==> src/rtl/a20_pkg.sv <==
package a20_pkg;

   // Classification of one qualified host write
   typedef enum logic [2:0] {
      EV_NONE      = 3'd0,
      EV_CMD_ARM   = 3'd1,
      EV_CMD_NULL  = 3'd2,
      EV_CMD_OTHER = 3'd3,
      EV_DATA      = 3'd4,
      EV_SYSCTL    = 3'd5
   } host_ev_e;

endpackage

==> src/rtl/a20_host_decode.sv <==
module a20_host_decode
   import a20_pkg::*;
#(
   parameter int unsigned ADDR_W      = 16,
   parameter int unsigned DATA_W      = 8,
   parameter logic [ADDR_W-1:0] CMD_ADDR    = 'h64,
   parameter logic [ADDR_W-1:0] DATA_ADDR   = 'h60,
   parameter logic [ADDR_W-1:0] SYSCTL_ADDR = 'h92,
   parameter logic [DATA_W-1:0] ARM_CODE    = 'hD1,
   parameter logic [DATA_W-1:0] NULL_CODE_A = 'hFF,
   parameter logic [DATA_W-1:0] NULL_CODE_B = 'hFE
) (
   input  logic              host_wr,
   input  logic              host_aen,
   input  logic [ADDR_W-1:0] host_addr,
   input  logic [DATA_W-1:0] host_wdata,
   output host_ev_e          ev
);

   logic qual;
   assign qual = host_wr & ~host_aen;

   always_comb begin
      ev = EV_NONE;
      if (qual) begin
         if (host_addr == CMD_ADDR) begin
            if (host_wdata == ARM_CODE)
               ev = EV_CMD_ARM;
            else if ((host_wdata == NULL_CODE_A) || (host_wdata == NULL_CODE_B))
               ev = EV_CMD_NULL;
            else
               ev = EV_CMD_OTHER;
         end else if (host_addr == DATA_ADDR) begin
            ev = EV_DATA;
         end else if (host_addr == SYSCTL_ADDR) begin
            ev = EV_SYSCTL;
         end
      end
   end

endmodule

==> src/rtl/a20_kbc_seq.sv <==
module a20_kbc_seq
   import a20_pkg::*;
(
   input  logic     clk,
   input  logic     rst,
   input  host_ev_e ev,
   input  logic     host_gate_bit,
   input  logic     fw_set_wr,
   input  logic     fw_clr_wr,
   input  logic     fw_gate_wr,
   input  logic     fw_gate_bit,
   input  logic     fw_ibf_clr,
   output logic     armed,
   output logic     kbc_gate,
   output logic     ibf
);

   logic armed_q, gate_q, ibf_q;
   logic host_load;

   assign host_load = (ev == EV_DATA) && armed_q;

   // arm tracking: null codes keep state, other commands cancel
   always_ff @(posedge clk) begin
      if (rst) begin
         armed_q <= 1'b0;
      end else begin
         unique case (ev)
            EV_CMD_ARM:   armed_q <= 1'b1;
            EV_CMD_OTHER: armed_q <= 1'b0;
            EV_DATA:      armed_q <= 1'b0;
            default:      armed_q <= armed_q;
         endcase
      end
   end

   // latched gate with fixed precedence
   always_ff @(posedge clk) begin
      if (rst)
         gate_q <= 1'b0;
      else if (fw_clr_wr)
         gate_q <= 1'b0;
      else if (fw_set_wr)
         gate_q <= 1'b1;
      else if (fw_gate_wr)
         gate_q <= fw_gate_bit;
      else if (host_load)
         gate_q <= host_gate_bit;
   end

   always_ff @(posedge clk) begin
      if (rst)
         ibf_q <= 1'b0;
      else if (ev == EV_DATA)
         ibf_q <= 1'b1;
      else if (fw_ibf_clr)
         ibf_q <= 1'b0;
   end

   assign armed    = armed_q;
   assign kbc_gate = gate_q;
   assign ibf      = ibf_q;

endmodule

==> src/rtl/a20_sysctl.sv <==
module a20_sysctl
   import a20_pkg::*;
(
   input  logic     clk,
   input  logic     rst,
   input  host_ev_e ev,
   input  logic     wbit,
   output logic     sys_gate
);

   logic q;

   always_ff @(posedge clk) begin
      if (rst)
         q <= 1'b0;
      else if (ev == EV_SYSCTL)
         q <= wbit;
   end

   assign sys_gate = q;

endmodule

==> src/rtl/a20_gate_ctl.sv <==
module a20_gate_ctl
   import a20_pkg::*;
#(
   parameter int unsigned ADDR_W          = 16,
   parameter int unsigned DATA_W          = 8,
   parameter logic [ADDR_W-1:0] CMD_ADDR    = 'h64,
   parameter logic [ADDR_W-1:0] DATA_ADDR   = 'h60,
   parameter logic [ADDR_W-1:0] SYSCTL_ADDR = 'h92,
   parameter logic [DATA_W-1:0] ARM_CODE    = 'hD1,
   parameter logic [DATA_W-1:0] NULL_CODE_A = 'hFF,
   parameter logic [DATA_W-1:0] NULL_CODE_B = 'hFE,
   parameter int unsigned HOST_GATE_BIT   = 1,
   parameter int unsigned SYSCTL_GATE_BIT = 1,
   parameter int unsigned FW_GATE_BIT     = 0,
   parameter bit          OUT_REG         = 1'b0
) (
   input  logic              clk,
   input  logic              rst,
   input  logic              host_wr,
   input  logic              host_aen,
   input  logic [ADDR_W-1:0] host_addr,
   input  logic [DATA_W-1:0] host_wdata,
   input  logic              fw_set_wr,
   input  logic              fw_clr_wr,
   input  logic              fw_gate_wr,
   input  logic [DATA_W-1:0] fw_gate_wdata,
   input  logic              fw_ibf_clr,
   input  logic              p92_en,
   output logic              gate_out,
   output logic [DATA_W-1:0] gate_rd_data,
   output logic              ibf
);

   localparam int unsigned RD_PAD_W = DATA_W - 1;

   if (DATA_W < 2) begin : g_bad_dw
      $error("a20_gate_ctl: DATA_W must be at least 2");
   end
   if (HOST_GATE_BIT >= DATA_W || SYSCTL_GATE_BIT >= DATA_W || FW_GATE_BIT >= DATA_W) begin : g_bad_bit
      $error("a20_gate_ctl: gate bit index outside data width");
   end
   if (CMD_ADDR == DATA_ADDR || CMD_ADDR == SYSCTL_ADDR || DATA_ADDR == SYSCTL_ADDR) begin : g_bad_addr
      $error("a20_gate_ctl: port addresses must differ");
   end

   host_ev_e ev;
   logic     armed_q;
   logic     kbc_gate_q;
   logic     sys_gate_q;
   logic     gate_comb;

   a20_host_decode #(
      .ADDR_W(ADDR_W), .DATA_W(DATA_W),
      .CMD_ADDR(CMD_ADDR), .DATA_ADDR(DATA_ADDR), .SYSCTL_ADDR(SYSCTL_ADDR),
      .ARM_CODE(ARM_CODE), .NULL_CODE_A(NULL_CODE_A), .NULL_CODE_B(NULL_CODE_B)
   ) u_dec (
      .host_wr(host_wr), .host_aen(host_aen),
      .host_addr(host_addr), .host_wdata(host_wdata), .ev(ev)
   );

   a20_kbc_seq u_seq (
      .clk(clk), .rst(rst), .ev(ev),
      .host_gate_bit(host_wdata[HOST_GATE_BIT]),
      .fw_set_wr(fw_set_wr), .fw_clr_wr(fw_clr_wr),
      .fw_gate_wr(fw_gate_wr), .fw_gate_bit(fw_gate_wdata[FW_GATE_BIT]),
      .fw_ibf_clr(fw_ibf_clr),
      .armed(armed_q), .kbc_gate(kbc_gate_q), .ibf(ibf)
   );

   a20_sysctl u_sys (
      .clk(clk), .rst(rst), .ev(ev),
      .wbit(host_wdata[SYSCTL_GATE_BIT]), .sys_gate(sys_gate_q)
   );

   assign gate_comb = kbc_gate_q | (p92_en & sys_gate_q);

   if (OUT_REG) begin : g_out_reg
      logic gate_r;
      always_ff @(posedge clk) begin
         if (rst) gate_r <= 1'b0;
         else     gate_r <= gate_comb;
      end
      assign gate_out = gate_r;
   end else begin : g_out_comb
      assign gate_out = gate_comb;
   end

   assign gate_rd_data = {{RD_PAD_W{1'b0}}, gate_out};

endmodule

==> config.mk <==
export PLATFORM = sky130hd
export DESIGN_NAME = a20_gate_ctl
export DESIGN_NICKNAME = d
export VERILOG_FILES = /design/src/rtl/a20_pkg.sv /design/src/rtl/a20_host_decode.sv /design/src/rtl/a20_kbc_seq.sv /design/src/rtl/a20_sysctl.sv /design/src/rtl/a20_gate_ctl.sv
export SDC_FILE = /design/constraint.sdc
export NUM_CORES = 1
export LEC_CHECK = 0
export ABC_AREA = 1
export BUFFER_PORTS_ARGS = -buffer_cell sky130_fd_sc_hd__buf_2
export CORE_MARGIN = 3
export CORE_UTILIZATION = 31
export CTS_BUF_LIST = sky130_fd_sc_hd__clkbuf_4
export DETAILED_ROUTE_END_ITERATION = 6
export PLACE_DENSITY = 0.77
export SYNTH_ARGS = -nofsm -noshare
export SYNTH_HDL_FRONTEND = slang
export SYNTH_SLANG_ARGS = --single-unit
==> constraint.sdc <==
create_clock -name clk -period 2.1 [get_ports clk]
set_input_delay 0.105 -clock clk [delete_from_list [all_inputs] [get_ports clk]]
set_output_delay 0.105 -clock clk [all_outputs]
set_load 0.1 [all_outputs]
## After elaboration in Yosys (flattened, before gate mapping)

Index checks and enable logic that the tools add are counted.

| word-level totals | value |
|---|---|
| bits in registers | 4 |
| input bits | 41 |
| output and inout port bits | 10 |
| logic and storage cells | 37 |

| operators by class | value |
|---|---|
| equal/unequal tests | 10 |
| muxes and demuxes | 12 |
| bitwise gates (word level) | 4 |
| reduce and logical (&&, ||, !) cells | 7 |

Operators with widths:

| cell | number |
|---|---|
| == test 16 x 7 -> 1 bit (second input constant) | 2 |
| == test 8 bit (second input constant) | 3 |
| == test 16 x 8 -> 1 bit (second input constant) | 1 |
| 2-to-1 mux 3 bit | 5 |
| == test 3 bit (second input constant) | 2 |
| 2-to-1 mux 1 bit | 6 |
| nonzero test 2 bit | 2 |
| OR reduction 2 bit | 2 |
| == test 3 x 1 -> 1 bit (second input constant) | 1 |
| == test 3 x 2 -> 1 bit (second input constant) | 1 |
| nonzero test 3 bit | 1 |
| bitwise AND 1 bit | 2 |
| case mux 1 bit (2 select lines) | 1 |
| logical AND 1 bit | 1 |
| logical OR 1 bit | 1 |
| NOT 1 bit | 1 |
| OR 1 bit | 1 |

## Logic depth before layout (Yosys ltp)

Gate-level depths: netlist (run 1).

| logic depth | value |
|---|---|
| depth in word-level cells | 11 |
| mapped depth | 11 |
| mapped depth without buffers | 11 |

## Cells and area by module

Synthesis (run 1) repeated with hierarchy kept, for this count alone.

| second synthesis, totals | value |
|---|---|
| cells, all modules | 103 |
| area, all modules | 539.3 um^2 |

Modules (own cells, without submodules):

| module | times used | cells each | area each (um^2) |
|---|---|---|---|
| a20_host_decode | 1 | 55 | 237.7 |
| a20_kbc_seq | 1 | 27 | 170.2 |
| a20_gate_ctl | 1 | 12 | 75.1 |
| a20_sysctl | 1 | 9 | 56.3 |

## Least setup slack after synthesis (run 1)

No wires, ideal clock.

| timing path | value |
|---|---|
| path kind | reg2out |
| start point | reg u_sys.q (netlist: u_sys.sys_gate) |
| end point | out gate_rd_data[0] |
| arrival | 1.430 ns |
| data required time | 1.995 ns |
| slack | 0.565 ns |
| stages on the path, launching flop included | 4 |
| path through | dfxtp_1 -> nand2_1 -> nand2_1 -> buf_4 |

| on the way | value |
|---|---|
| longest elaborated chain between the ends | 2 |

RTL lines:

| item | RTL line | text |
|---|---|---|
| start, declared | a20_sysctl.sv:11 | `logic q;` |
| start signal, assigned | a20_sysctl.sv:17 | `q <= wbit;` |
| bitwise AND 1 bit | a20_gate_ctl.sv:75 | `assign gate_comb = kbc_gate_q \| (p92_en & sys_gate_q);` |
| OR 1 bit | a20_gate_ctl.sv:75 |  |
| end, declared | a20_gate_ctl.sv:30 | `output logic [DATA_W-1:0] gate_rd_data,` |

Every way passes these cells.

## Worst setup path after layout (run 1)

| timing path | value |
|---|---|
| start point | reg u_sys.q (netlist: u_sys.sys_gate) |
| end point | out gate_out |

| on the way | value |
|---|---|
| longest elaborated chain between the ends | 2 |

RTL lines:

| item | RTL line | text |
|---|---|---|
| bitwise AND 1 bit | a20_gate_ctl.sv:75 |  |
| OR 1 bit | a20_gate_ctl.sv:75 |  |
| end, declared | a20_gate_ctl.sv:29 | `output logic gate_out,` |

Every way passes these cells.

==> results of run 1 <==
-- registers in the layout, summed over array words and instances (netlist names) --
| register | flops |
|---|---|
| u_seq.ibf | 1 |
| u_seq.kbc_gate | 1 |
| u_sys.sys_gate | 1 |
| u_seq.armed | 1 |
-- critical path, delay by kind of cell, from the launching register on --
| family | cells | cell delay (ns) |
|---|---|---|
| flip-flops | 1 | 0.32 |
| buffers and inverters | 1 | 0.42 |
| AND/OR/NAND/NOR | 2 | 0.11 |
-- final cells by class --
cell class                 instances  area, µm²
clock buffer                       3       22.5
fill                             192        980
inverter                          15       56.3
multi-input combinational         84        433
sequential                         4       80.1
tap                               25       31.3
timing repair buffer              36        180
-- per-stage QoR --
stage | std cells | instance area (µm²)
floorplan | 111 | 629
global placement | 164 | 781
detailed placement | 164 | 781
CTS | 167 | 803
global route | 167 | 803
finish | 167 | 803
-- layout by cell type, fill, tap and decap left out, drive strengths merged --
cell type	count
buf	36
nand2	28
nor2	24
inv	15
nand3	9
conb	7
a21oi	6
dfxtp	4
nand4	3
nor3	3
clkbuf	3
o21ai	2
nand2b	1
a21boi	1
-- per-layer routing --
metal | GRT usage | vias up | part of all wire
met3 | 0.0178 | 2 | 0.060
met4 | 0.0553 | 0 | 0.010
li1 | - | 387 | -
met1 | 0.118 | 298 | 0.38
met5 | 0 | - | 0
met2 | 0.196 | 23 | 0.55
-- how the worst max path moves through the flow --
stage / from / cells after the start / endpoint
6_report: u_sys.sys_gate / 3 / gate_out
5_1_grt: host_wr / 9 / u_sys.sys_gate
4_1_cts: u_sys.sys_gate / 3 / gate_rd_data[0]
3_5_place_dp: host_aen / 8 / u_sys.sys_gate
3_3_place_gp: host_addr[8] / 9 / u_seq.kbc_gate
2_1_floorplan: u_sys.sys_gate / 3 / gate_rd_data[0]
-- power by group --
part / internal (mW) / leakage (nW) / switching [mW]
registers: 0.0776 / 0.0324 / 0.000257
logic: 0.0344 / 0.396 / 0.107
clock network: 0.0637 / 0.0138 / 0.0277
total: 0.176 / 0.442 / 0.135
-- cells by family (layout without fill, tap and decap cells) --
group | Yosys count | count (layout) | synth area share
buf+inv | 23 | 54 | 0.192
other cells | 1 | 7 | 0.00618
compound gates | 9 | 9 | 0.0907
flops | 4 | 4 | 0.132
simple gates | 68 | 68 | 0.579
==> flow_metrics.py, run 1 <==
metrics = {
    "final_layout": {
        "antenna_cells": 0,
        "drive_gt1_frac": 0.394,
        "area_growth_pct": 32.4,
        "final_util": 0.451,
        "fin_nets": 185,
    },
    "route": {
        "postRouteAntennaNets": 0,
        "viasPerCell": 4.25,
        "vias": 710,
        "post-route-drc-count": 0,
        "drt_wl_total_um": 1360,
        "avgRoutedWirePerCell_um": 8.13,
        "drt-initial-drc-count": 2,
        "first_pass_iters": 3,
    },
    "global_route": {
        "antenna_found_initial": 0,
        "grt-ovfl-total": 0,
        "grt_max_degree": 8,
        "track_usage": 0.108,
        "grt_pass1_vias": 602,
        "grt_pass1_wl_um": 2170,
    },
    "synth": {
        "ys_ff_latch": 4,
        "syn_area_per_cell_um2": 5.78,
        "yosys_most_used_dff": "dfxtp_1",
        "synth_top_area_share": 0.148,
        "synth_top_cell_by_area": "nand2_1",
        "synthDistinctLibCells": 20,
        "syn_inst": 105,
        "synth_area_um2": 607,
        "synth_edf_count": 0,
        "yosys_warnings": 0,
        "synth_area_leaders": "nand2_1 (15%), dfxtp_1 (13%), buf_4 (9.9%)",
        "synth_most_common_cell": "nand2_1",
        "synth_common_cells": "nand2_1 (24), nor2_1 (16), inv_1 (15)",
        "async_reset_ff_frac": 0,
        "yosysSeqAreaShare": 0.132,
    },
    "floorplan": {
        "start_util": 0.340,
        "io-pin-count": 51,
        "core_um2": 1780,
        "die_w_um": 50.2,
        "fp-row-count": 15,
        "die_y_um": 50.2,
        "die_area_um2": 2520,
    },
    "setup_path": {
        "r2r_slack_ns": 1.27,
        "path_cells": "nand2_1, nand2_1, buf_2",
        "worst_path_largest_cell_delay_ns": 0.42,
        "worstSetupStartpointType": "flop",
        "cp-end-kind": "output port",
        "worst-path-max-fanout": 2,
        "worst_path_max_delay_cell": "buf_2",
        "cp.arrival_ns": 1.09,
        "r2r-end": "u_seq.kbc_gate",
        "path_common_cell": "nand2_1",
        "cp.required_ns": 2.00,
        "r2r_start": "u_seq.armed",
        "worst-setup-path-type": "reg -> out",
        "reg2regPathDepth": 3,
    },
    "sta": {
        "slew_viol_final": 0,
        "finalCritPeriodShare": 0.570,
        "max_freq_mhz": 836,
        "finalHoldViolations": 0,
        "rsz0062_at_grt": "false",
        "finalSetupViolations": 0,
        "min_period_ns": 1.20,
        "skew_ns": 0.00208,
        "tns_ns": 0,
        "hold_slack_ns": 0.0730,
        "setup_slack_ns": 0.904,
    },
    "place": {
        "pre_cts_slack_ns": 0.810,
        "dp_hpwl_um": 1250,
        "place_congestion": 0.737,
        "portBuffers": 36,
    },
    "flow_run": {
        "max_cap_viol_count": 0,
    },
    "hold_path": {
        "hp-start": "rst",
        "worstHoldEndpoint": "u_seq.ibf",
        "hp-class": "in -> reg",
        "holdPathStages": 2,
    },
    "power_and_ir_drop": {
        "p_total_uw": 311,
        "ir_drop_v": 0.000174,
        "leakagePower_nw": 0.442,
        "powerDensity_nw_per_um2": 387,
    },
    "clocking": {
        "clockBufferDepth": 2,
        "cts_tree": "done",
        "cts_sinks": 4,
        "path_clk_slew_ns": 0.04,
        "postCtsSetupBuffers": 0,
        "clkLatencyLatePin_ns": 0.23,
        "cts_hold_buf": 0,
        "cts_resized": 0,
        "htree_num_levels": 1,
        "cts-root-buf": "clkbuf_4",
        "numCtsBuffers": 3,
    },
    "run_status": {
        "status": "finished, final reports clean",
    },
}
Power figures use the tool's default switching activity.
==> run 2: changes to the inputs <==
--- a/config.mk
+++ b/config.mk
@@ -5,13 +5,13 @@
 export SDC_FILE = /design/constraint.sdc
 export NUM_CORES = 1
 export LEC_CHECK = 0
-export ABC_AREA = 1
+export ABC_AREA = 0
 export BUFFER_PORTS_ARGS = -buffer_cell sky130_fd_sc_hd__buf_2
 export CORE_MARGIN = 3
 export CORE_UTILIZATION = 31
 export CTS_BUF_LIST = sky130_fd_sc_hd__clkbuf_4
 export DETAILED_ROUTE_END_ITERATION = 6
-export PLACE_DENSITY = 0.77
+export PLACE_DENSITY = 0.86
 export SYNTH_ARGS = -nofsm -noshare
 export SYNTH_HDL_FRONTEND = slang
 export SYNTH_SLANG_ARGS = --single-unit
==> constraint.sdc (replaced) <==
create_clock -name clk -period 1.2 [get_ports clk]
set_input_delay 0.06 -clock clk [delete_from_list [all_inputs] [get_ports clk]]
set_output_delay 0.06 -clock clk [all_outputs]
set_load 0.1 [all_outputs]
==> run 2 against run 1 <==
Clock skew increased by 0.0024 ns. Final area decreased by 18%. Non-clock buffer count increased by 1. Core utilization increased by 9.2 points. Sequential share of layout area increased by 2.4 points. Register-to-register slack got worse by 1.0 ns.
==> flow_metrics.py, run 2 <==
metrics = {
    "run_status": {
        "status": "finished, final reports clean",
    },
    "final_layout": {
        "drive_gt1_frac": 0.516,
        "final_util": 0.542,
        "final_cells": 107,
        "mostFrequentLayoutCells": "buf_2 (34), conb_1 (7), nor2_1 (6)",
        "antenna_cells": 0,
        "fin_nets": 136,
        "layout_commonest_cell": "buf_2",
        "area_growth_pct": 51.0,
    },
    "synth": {
        "synth_most_common_cell": "buf_4",
        "synth_top_area_share": 0.183,
        "yosys_warnings": 0,
        "ys_ff_latch": 4,
        "async_reset_ff_frac": 0,
        "synth_edf_count": 0,
        "yosysSeqAreaShare": 0.183,
        "syn_area_per_cell_um2": 7.94,
        "synth_area_um2": 437,
        "synthDistinctLibCells": 24,
        "synth_top_cell_by_area": "dfxtp_1",
        "syn_inst": 55,
        "yosys_most_used_dff": "dfxtp_1",
        "synth_common_cells": "buf_4 (8), nor2_1 (6), nand4_1 (5)",
        "synth_area_leaders": "dfxtp_1 (18%), buf_4 (14%), nand4_1 (7.2%)",
    },
    "floorplan": {
        "die_w_um": 43.5,
        "die_area_um2": 1890,
        "fp-row-count": 12,
        "die_y_um": 43.5,
        "core_um2": 1220,
        "start_util": 0.359,
        "io-pin-count": 51,
    },
    "sta": {
        "slew_viol_final": 0,
        "finalSetupViolations": 0,
        "max_freq_mhz": 941,
        "skew_ns": 0.00446,
        "finalCritPeriodShare": 0.886,
        "finalHoldViolations": 0,
        "rsz0062_at_grt": "false",
        "min_period_ns": 1.06,
    },
    "setup_path": {
        "cp.arrival_ns": 1.18,
        "r2r_start": "u_seq.armed",
        "reg2regPathDepth": 3,
        "worst-path-max-fanout": 3,
        "r2r-end": "u_seq.armed",
        "worst-setup-path-type": "in -> reg",
        "cp-end-kind": "flop",
        "worstSetupStartpointType": "input port",
        "r2r_slack_ns": 0.25,
        "cp.required_ns": 1.31,
    },
    "clocking": {
        "cts-root-buf": "clkbuf_4",
        "cts_resized": 0,
        "numCtsBuffers": 3,
        "cts_hold_buf": 0,
        "clockBufferDepth": 2,
        "clkLatencyLatePin_ns": 0.23,
        "postCtsSetupBuffers": 0,
        "cts_sinks": 4,
        "htree_num_levels": 1,
        "cts_tree": "done",
        "path_clk_slew_ns": 0.04,
    },
    "flow_run": {
        "max_cap_viol_count": 0,
    },
    "hold_path": {
        "hp-class": "in -> reg",
        "hp-start": "rst",
        "holdPathStages": 2,
        "worstHoldEndpoint": "u_seq.ibf",
    },
    "route": {
        "routed-wl-met2_um": 609,
        "post-route-drc-count": 0,
        "postRouteAntennaNets": 0,
        "first_pass_iters": 4,
        "routed.top_layer": "met3",
        "viasPerCell": 5.02,
        "m1WireLength_um": 431,
        "wl_met3_um": 126,
        "drt-initial-drc-count": 10,
        "vias": 537,
        "drt_wl_total_um": 1170,
        "avgRoutedWirePerCell_um": 10.9,
    },
    "power_and_ir_drop": {
        "ir_drop_v": 0.000670,
        "leakagePower_nw": 0.304,
        "p_sw_frac": 0.408,
        "powerDensity_nw_per_um2": 817,
        "combPwrFrac": 0.443,
        "power.internal_uw": 319,
        "switchingPower_uw": 220,
        "p_total_uw": 538,
        "seq_power_share": 0.254,
        "clkPwrFrac": 0.303,
    },
    "global_route": {
        "grt_pass1_vias": 502,
        "antenna_found_initial": 0,
        "track_usage": 0.130,
        "grt_pass1_wl_um": 1870,
        "grt-ovfl-total": 0,
        "grt_max_degree": 7,
    },
    "place": {
        "dpl.cell_count": 104,
        "portBuffers": 36,
        "place_congestion": 0.728,
        "dp_hpwl_um": 1040,
    },
}
## run 2: changes by cell type after synthesis, moves of 4 or more
cell,before,now
nand2_1,24,2
nor2_2,6,0
nor2_1,16,6
inv_1,15,0
nand2_2,4,0
nand3_1,6,0
## run 2: how the worst max path moves through the flow
stage | slack [ns] | depth (start not counted) | endpoint | from
after floorplan | 0.005 | 2 | gate_rd_data[0] | u_sys.sys_gate
after global placement | -0.05 | 6 | u_seq.kbc_gate | host_addr[13]
after detailed placement | -0.11 | 6 | u_seq.kbc_gate | host_addr[13]
after CTS | 0.15 | 6 | u_seq.kbc_gate | host_addr[13]
after global routing | 0.03 | 6 | u_seq.kbc_gate | host_addr[13]
final | 0.14 | 6 | u_seq.kbc_gate | host_addr[13]
## run 2: worst max-delay path, cell delays in order
cell and delay, ns:
buf_2 0.10, nor4_2 0.36, and3_1 0.24, and3b_1 0.19, a311oi_1 0.11, mux2i_1 0.13
## run 2: layout make-up
cell class / count / area (µm²)
Timing Repair Buffer: 37 / 218
Fill cell: 113 / 557
Sequential cell: 4 / 81.3
Clock buffer: 3 / 22.5
Tap cell: 14 / 17.5
Multi-Input combinational cell: 49 / 320
## run 2: logic make-up (layout without fill, tap and decap cells)
| family | Yosys count | after routing | synth area share |
|---|---|---|---|
| other | 1 | 7 | 0.00859 |
| buffers and inverters | 8 | 40 | 0.138 |
| flip-flops | 4 | 4 | 0.183 |
| AND/OR/NAND/NOR | 30 | 30 | 0.461 |
| AO/OA/AOI/OAI | 9 | 9 | 0.138 |
| multiplexers | 3 | 3 | 0.0716 |
## run 2: metal layers
metal	GRT usage	vias up
met5	0	-
met4	0.0181	0
met3	0.0788	0
met2	0.236	26
met1	0.129	237
li1	-	274
## run 2: power groups by stage
stage,Combinational [mW],Clock (mW),Sequential (mW)
final,0.238,0.163,0.137
after global routing,0.251,0.188,0.137
after CTS,0.238,0.172,0.137
after detailed placement,0.238,0,0.139
after global placement,0.234,0,0.139
after floorplan,0.173,0,0.138
## run 2: stage by stage
stage                     instance area, µm²  hold WS [ns]  setup slack (ns)  setup TNS, ns
after floorplan                          462         0.125           0.00518              0
after global placement                   637         0.282           -0.0455        -0.0810
after detailed placement                 637         0.288            -0.105         -0.212
after CTS                                659        0.0355             0.149              0
after global routing                     659        0.0493            0.0283              0
final                                    659        0.0467             0.137              0
